### src/rtl/ditherPkg.sv
package ditherPkg;
  localparam int CHANNELS = 3;
  localparam int LEVEL_W  = 2;
  localparam int COLOR_W  = CHANNELS * LEVEL_W;

  // Strobes from control to datapath
  typedef struct packed {
    logic showSecond;  // pick the second colour bit for this pixel
    logic parity;      // frame parity in force for this pixel
  } ditherStrobe_t;

  // first colour: lit for half or full
  function automatic logic firstBit(input logic [LEVEL_W-1:0] code);
    return |code;
  endfunction

  // second colour: lit only for full (2'b10, 2'b11)
  function automatic logic secondBit(input logic [LEVEL_W-1:0] code);
    return code[LEVEL_W-1];
  endfunction
endpackage

### src/rtl/ditherCtrl.sv
module ditherCtrl
  import ditherPkg::*;
(
  input  logic          clk,
  input  logic          rstN,
  input  logic          frameStart,
  input  logic          xLsb,
  input  logic          yLsb,
  output ditherStrobe_t strobe
);
  logic parityReg;
  logic parityNow;

  // The frame-start pixel already uses the flipped parity
  assign parityNow = parityReg ^ frameStart;

  always_ff @(posedge clk or negedge rstN) begin
    if (!rstN) parityReg <= 1'b0;
    else       parityReg <= parityNow;
  end

  always_comb begin
    strobe.parity     = parityNow;
    strobe.showSecond = xLsb ^ yLsb ^ parityNow;
  end
endmodule

### src/rtl/ditherPath.sv
module ditherPath
  import ditherPkg::*;
(
  input  logic                clk,
  input  logic                rstN,
  input  ditherStrobe_t       strobe,
  input  logic [COLOR_W-1:0]  pixColor,
  output logic [CHANNELS-1:0] dOut
);
  logic [CHANNELS-1:0] nextOut;

  for (genvar ch = 0; ch < CHANNELS; ch++) begin : g_chan
    logic [LEVEL_W-1:0] code;
    assign code = pixColor[ch*LEVEL_W +: LEVEL_W];
    assign nextOut[ch] = strobe.showSecond ? secondBit(code) : firstBit(code);
  end

  always_ff @(posedge clk or negedge rstN) begin
    if (!rstN) dOut <= '0;
    else       dOut <= nextOut;
  end
endmodule

### src/rtl/colorDither.sv
module colorDither #(
  parameter int XW = 11,
  parameter int YW = 10
) (
  input  logic          clk,
  input  logic          rstN,
  input  logic          frameStart,
  input  logic [XW-1:0] pixX,
  input  logic [YW-1:0] pixY,
  input  logic [5:0]    pixColor,
  output logic [2:0]    dOut
);
  import ditherPkg::*;

  ditherStrobe_t strobe;

  ditherCtrl u_ctrl (
    .clk       (clk),
    .rstN      (rstN),
    .frameStart(frameStart),
    .xLsb      (pixX[0]),
    .yLsb      (pixY[0]),
    .strobe    (strobe)
  );

  ditherPath u_path (
    .clk     (clk),
    .rstN    (rstN),
    .strobe  (strobe),
    .pixColor(pixColor),
    .dOut    (dOut)
  );
endmodule

### config.mk
export PLATFORM = sky130hd
export DESIGN_NAME = colorDither
export DESIGN_NICKNAME = d
export VERILOG_FILES = /design/src/rtl/ditherPkg.sv /design/src/rtl/ditherCtrl.sv /design/src/rtl/ditherPath.sv /design/src/rtl/colorDither.sv
export SDC_FILE = /design/constraint.sdc
export NUM_CORES = 1
export LEC_CHECK = 0
export BUFFER_PORTS_ARGS = -buffer_cell sky130_fd_sc_hd__buf_2
export CORE_AREA = 8 8 45 47
export DETAILED_ROUTE_END_ITERATION = 7
export DIE_AREA = 0 0 53 55
export GPL_TIMING_DRIVEN = 0
export RECOVER_POWER = 100
export SLEW_MARGIN = 20
export SYNTH_ARGS = -nofsm -noshare
export SYNTH_HDL_FRONTEND = slang
export SYNTH_SLANG_ARGS = --single-unit
### constraint.sdc
create_clock -name clk -period 3 [get_ports clk]
set_input_delay 0.9 -clock clk [delete_from_list [all_inputs] [get_ports clk]]
set_output_delay 0.9 -clock clk [all_outputs]
set_load 0.1 [all_outputs]
==> impl_metrics.csv, run 1 <==
group,metric,value,unit
power_and_ir_drop,p_clk_share,26.1,%
global_route,grtUsageMet3,6.42,%
global_route,grtUsageTotal,3.56,%
power_and_ir_drop,power.leakage,0.127,nW
layout,drive_gt1_share,46.2,%
critical_path,cp_max_fo,1,
synth,syn_area,156,um^2
clock_tree,clk_pin_slew_worst_paths,0.04,ns
clock_tree,htreeDepth,1,
synth,synth_top_area_share,64.0,%
layout,final_common_cell,"buf_2",
clock_tree,cts_tree,"done",
sta,fmax,0.433,GHz
critical_path,reg2reg_depth,3,
critical_path,crit_start,"u_path.dOut[2]",
clock_tree,cts_buffers,3,
sta,rsz0062_at_grt,"no",
sta,min_period,2.31,ns
critical_path,worst_setup_path_end_kind,"output port",
synth,ys_top_cells_by_area,"dfrtp_1, a21o_1, xor2_2",
critical_path,worstPathBufferInverterCount,1,
critical_path,path_cells,"clkbuf_1",
detailed_routing,num_vias,123,
layout,layout_common_cells,"buf_2, clkbuf_1, dfrtp_1",
sta,worstMarginPinSlew,1.18,ns
sta,setup_tns,0,ns
clock_tree,cts_sinks,4,
layout,antenna_cells,0,
hold_path,hold_depth,1,
placement,hpwl,368,um
sta,slew_violations,0,
critical_path,path_class,"reg2out",
sta,clock_skew,0.000726,ns
global_route,grt_max_degree,5,
critical_path,worstReg2RegEnd,"u_path.dOut[0]",
detailed_routing,drc_errors,0,
hold_path,hp-class,"reg2reg",
layout,layout.nets,58,
global_route,grt_pass1_vias,153,
critical_path,cp.required,2.10,ns
clock_tree,clock_path_buffers,2,
power_and_ir_drop,pwr-share-seq,30.2,%
sta,relSlewSlack,21.4,%
power_and_ir_drop,peakVddDrop,261,uV
global_route,top_usage_layer,"met3",
detailed_routing,vias_per_cell,2.93,
layout,fill_cells,157,
power_and_ir_drop,p_switching,0.113,mW
critical_path,max_stage_delay,0.87,ns
global_route,grt-ovfl-total,0,
critical_path,slowest_stage,"clkbuf_1",
critical_path,worst_r2r_startpoint,"u_ctrl.parityReg",
layout,areaGrowthSynthToFinish,60.8,%
global_route,grt_pass1_wl,621,um
floorplanning,io_pins,33,
synth,syn-instance-count,10,
global_route,grt_antenna_before_repair,0,
global_route,grtUsageMet2,3.52,%
placement,port_buffers,13,
power_and_ir_drop,sw_frac_of_total,45.2,%
synth,yosysSeqAreaShare,64.0,%
synth,ys_warn_count,0,
detailed_routing,ant_nets,0,
flow_run,max_cap_viol_count,0,
detailed_routing,totalWireLength,418,um
sta,period_share,77.0,%
placement,gp_congestion,0.726,
floorplanning,core,1380,um^2
floorplanning,die_h,55,um
floorplanning,die_w,53,um
synth,yosysUniqueCellTypes,5,
clock_tree,clock_latency,0.23,ns
clock_tree,cts_setup_buffers,0,
sta,whs,0.478,ns
floorplanning,row_count,14,
power_and_ir_drop,intPower,0.137,mW
critical_path,arrival,1.41,ns
critical_path,critPathLaunchType,"flip-flop",
sta,finalSetupViolations,0,
clock_tree,cts_resized,0,
critical_path,cp-endpoint,"dOut[2]",
detailed_routing,drt_iter0_drc,1,
synth,synth-seq-cells,4,
sta,final_hold_viol_count,0,
outcome,status,"completed",
floorplanning,start_util,11.3,%
detailed_routing,wire_per_inst,9.95,um
critical_path,cpLargestDelayFamily,"buffers and inverters",
clock_tree,cts_hold_buf,0,
critical_path,path_depth,1,
power_and_ir_drop,p_comb_share,43.7,%
critical_path,r2r_slack,1.99,ns
synth,synth_top_area_cell,"dfrtp_1",
synth,postSynthAreaPerCell,15.6,um^2
synth,syn_nets,40,
clock_tree,cts_root_buffer,"clkbuf_4",
global_route,grtUsageMet1,2.60,%
floorplanning,die-area,2920,um^2
detailed_routing,drtPass1Iterations,2,
power_and_ir_drop,power.density,990,nW/um^2
## routing by layer
metal | vias to the layer above | share of wire (%)
li1 | 65 | -
met1 | 47 | 43
met2 | 11 | 32
met3 | 0 | 25
met4 | 0 | 0
met5 | - | 0
## synthesized netlist by cell type
cell     number
a21o_1        3
dfrtp_1       4
xnor2_1       1
xor2_1        1
xor2_2        1
## final cells by class
| type | instances | area [um^2] | area share [%] |
|---|---|---|---|
| Sequential cell | 4 | 100 | 39.8 |
| Multi-Input combinational cell | 6 | 48.8 | 19.4 |
| Clock buffer | 3 | 22.5 | 8.96 |
| Timing Repair Buffer | 13 | 60.1 | 23.9 |
| Tap cell | 16 | 20.0 | 7.96 |
## power groups by stage
stage                     clock network [mW]  logic (mW)  registers, mW
after detailed placement                   0       0.115         0.0779
after global routing                  0.0730       0.116         0.0773
final                                 0.0650       0.109         0.0753
after floorplan                            0      0.0274          0.143
after global placement                     0       0.115         0.0778
after CTS                             0.0701       0.115         0.0771
## logic make-up (layout without fill, tap and decap cells)
logic type / after synthesis / in the layout / synth area share, %
AOI/OAI and AO/OA: 3 / 3 / 14.4
xor gates and xnor gates: 3 / 3 / 21.6
buffers and inverters: 0 / 16 / 0
DFF: 4 / 4 / 64.0
## metrics by stage
step / setup WS, ns / util (%) / cell area, um^2 / cells / power [mW]
3_3_place_gp: 1.33 / 17.5 / 241 / 39 / 0.192
4_1_cts: 1.13 / 19.1 / 264 / 42 / 0.262
6_report: 0.690 / 18.2 / 251 / 42 / 0.249
5_1_grt: 0.629 / 18.2 / 251 / 42 / 0.266
2_1_floorplan: 1.22 / - / 156 / 10 / 0.170
3_5_place_dp: 1.34 / 17.5 / 241 / 39 / 0.193
## state kept, by name, summed over array words and instances, names as in the netlist
name,count
u_path.dOut,3
u_ctrl.parityReg,1
## how the worst min path moves through the flow
stage / from / endpoint / slack (ns)
4_1_cts: rstN / u_path.dOut[1] / 0.46
3_3_place_gp: u_ctrl.parityReg / u_ctrl.parityReg / 0.48
6_report: u_ctrl.parityReg / u_ctrl.parityReg / 0.48
5_1_grt: rstN / u_path.dOut[2] / 0.50
3_5_place_dp: u_ctrl.parityReg / u_ctrl.parityReg / 0.49
2_1_floorplan: u_ctrl.parityReg / u_ctrl.parityReg / 0.47
No activity file was read; power rests on OpenSTA's default activity.
==> inputs of run 2 (changes only) <==
clock period = 2 ns   (was 3 ns; I/O delays follow)
==> run 2 against run 1 <==
  * Clock skew stayed put
  * Die area stayed put
  * Flip-flop and latch count stayed put
  * First-iteration DRC count stayed put
  * Sequential power is 50% higher
  * Global-route usage stayed put
  * Final cell count stayed put
  * Largest power group unchanged
==> impl_metrics.csv, run 2 (synthesized netlist as in run 1, its figures left out) <==
group,metric,value,unit
clock_tree,cts_buffers,3,
critical_path,path_class,"reg2out",
clock_tree,clock_path_buffers,2,
placement,post-place-ws,0.644,ns
outcome,status,"completed",
sta,clock_skew,0.000726,ns
global_route,grt_antenna_before_repair,0,
sta,period_share,79.5,%
floorplanning,core,1380,um^2
detailed_routing,totalWireLength,412,um
sta,slew_violations,0,
global_route,grt_pass1_wl,621,um
critical_path,worst_setup_path_end_kind,"output port",
sta,min_period,1.59,ns
detailed_routing,num_vias,123,
layout,seq_area,100,um^2
critical_path,worstPathBufferInverterCount,1,
sta,setup_tns,0,ns
detailed_routing,drt_iter0_drc,1,
layout,multiInputGateArea,48.8,um^2
critical_path,arrival,0.99,ns
placement,placed_cell_area,241,um^2
sta,fmax,0.629,GHz
layout,areaGrowthSynthToFinish,63.2,%
flow_run,max_cap_viol_count,0,
placement,port_buffers,13,
sta,final_hold_viol_count,0,
sta,setup_ws,0.409,ns
floorplanning,row_count,14,
hold_path,hp-class,"in2async",
clock_tree,cts_setup_buffers,0,
detailed_routing,ant_nets,0,
detailed_routing,drc_errors,0,
layout,layout_common_cells,"buf_2, dfrtp_1, a21o_1, clkbuf_4, clkbuf_2",
sta,worstMarginPinSlew,0.547,ns
detailed_routing,vias_per_cell,2.93,
clock_tree,cts_sinks,4,
critical_path,critPathLaunchType,"flip-flop",
clock_tree,clk_pin_slew_worst_paths,0.04,ns
sta,finalSetupViolations,0,
placement,gp_congestion,0.726,
critical_path,cp_max_fo,1,
layout,top_regs,"u_path.dOut (3), u_ctrl.parityReg (1)",
power_and_ir_drop,peakVddDrop,394,uV
floorplanning,die_w,53,um
detailed_routing,drtPass1Iterations,2,
floorplanning,die-area,2920,um^2
sta,relSlewSlack,63.7,%
power_and_ir_drop,power.density,1480,nW/um^2
clock_tree,cts_root_buffer,"clkbuf_4",
layout,layout.nets,58,
layout,final_common_cell,"buf_2",
critical_path,path_cells,"clkbuf_2",
layout,fill_cells,154,
critical_path,cp.required,1.40,ns
layout,antenna_cells,0,
placement,hpwl,368,um
global_route,grt_max_degree,5,
detailed_routing,wire_per_inst,9.81,um
clock_tree,cts_hold_buf,0,
critical_path,max_stage_delay,0.45,ns
global_route,grtUsageTotal,3.56,%
clock_tree,cts_tree,"done",
critical_path,cpLargestDelayFamily,"buffers and inverters",
layout,largest_register_ffs,3,
layout,drive_gt1_share,57.7,%
clock_tree,cts_resized,0,
sta,rsz0062_at_grt,"no",
critical_path,slowest_stage,"clkbuf_2",
floorplanning,start_util,11.3,%
layout,finalInstanceArea,255,um^2
power_and_ir_drop,power.leakage,0.135,nW
global_route,grt_pass1_vias,153,
floorplanning,die_h,55,um
global_route,grt-ovfl-total,0,
floorplanning,io_pins,33,
clock_tree,htreeDepth,1,
clock_tree,clock_latency,0.23,ns
layout,regMostFlops,"u_path.dOut",
[run 2: cell counts in the layout (fill, tap and decap cells not counted)]
No cell type changed its count.
[run 2: final timing paths]
check / depth (start not counted) / to / from / slack (ns)
worst min register to register: 1 / u_ctrl.parityReg / u_ctrl.parityReg / 0.48
min in group clk: 1 / u_ctrl.parityReg / u_ctrl.parityReg / 0.48
worst min-delay path: 1 / u_path.dOut[1] / rstN / 0.19
max in group asynchronous: 1 / u_path.dOut[0] / rstN / 1.63
worst max-delay path: 1 / dOut[2] / u_path.dOut[2] / 0.41
worst max register to register: 3 / u_path.dOut[0] / u_ctrl.parityReg / 0.99
[run 2: power by group]
part | internal (mW) | total, mW | leakage (nW) | switching (mW)
Combinational | 0.0365 | 0.166 | 0.0770 | 0.130
Clock | 0.0670 | 0.0975 | 0.0138 | 0.0305
Sequential | 0.105 | 0.113 | 0.0446 | 0.00825
[run 2: area by class of cell]
class                   instances  area share [%]
flip-flops and latches          4            39.2
repair buffers                 13            25.0
multi-input cells               6            19.1
clock buffers                   3            8.82
well taps                      16            7.84
[run 2: routing by layer]
metal | GRT usage, % | part of all wire (%)
met1 | 2.60 | 38
met2 | 3.52 | 32
met3 | 6.42 | 30
met4 | 2.59 | 0
met5 | 0 | 0
[run 2: through the flow]
step / util, % / power, mW / hold slack, ns / instances
CTS: 19.1 / 0.394 / 0.157 / 42
detailed placement: 17.5 / 0.289 / 0.410 / 39
floorplan: - / 0.256 / 0.304 / 10
finish: 18.4 / 0.377 / 0.190 / 42
global route: 18.4 / 0.402 / 0.203 / 42
global placement: 17.5 / 0.289 / 0.408 / 39
[run 2: worst reg2reg max path, stage by stage (launching register included)]
cell and delay, ns:
dfrtp_1 0.37, xor2_1 0.19, xnor2_1 0.14, a21o_1 0.19
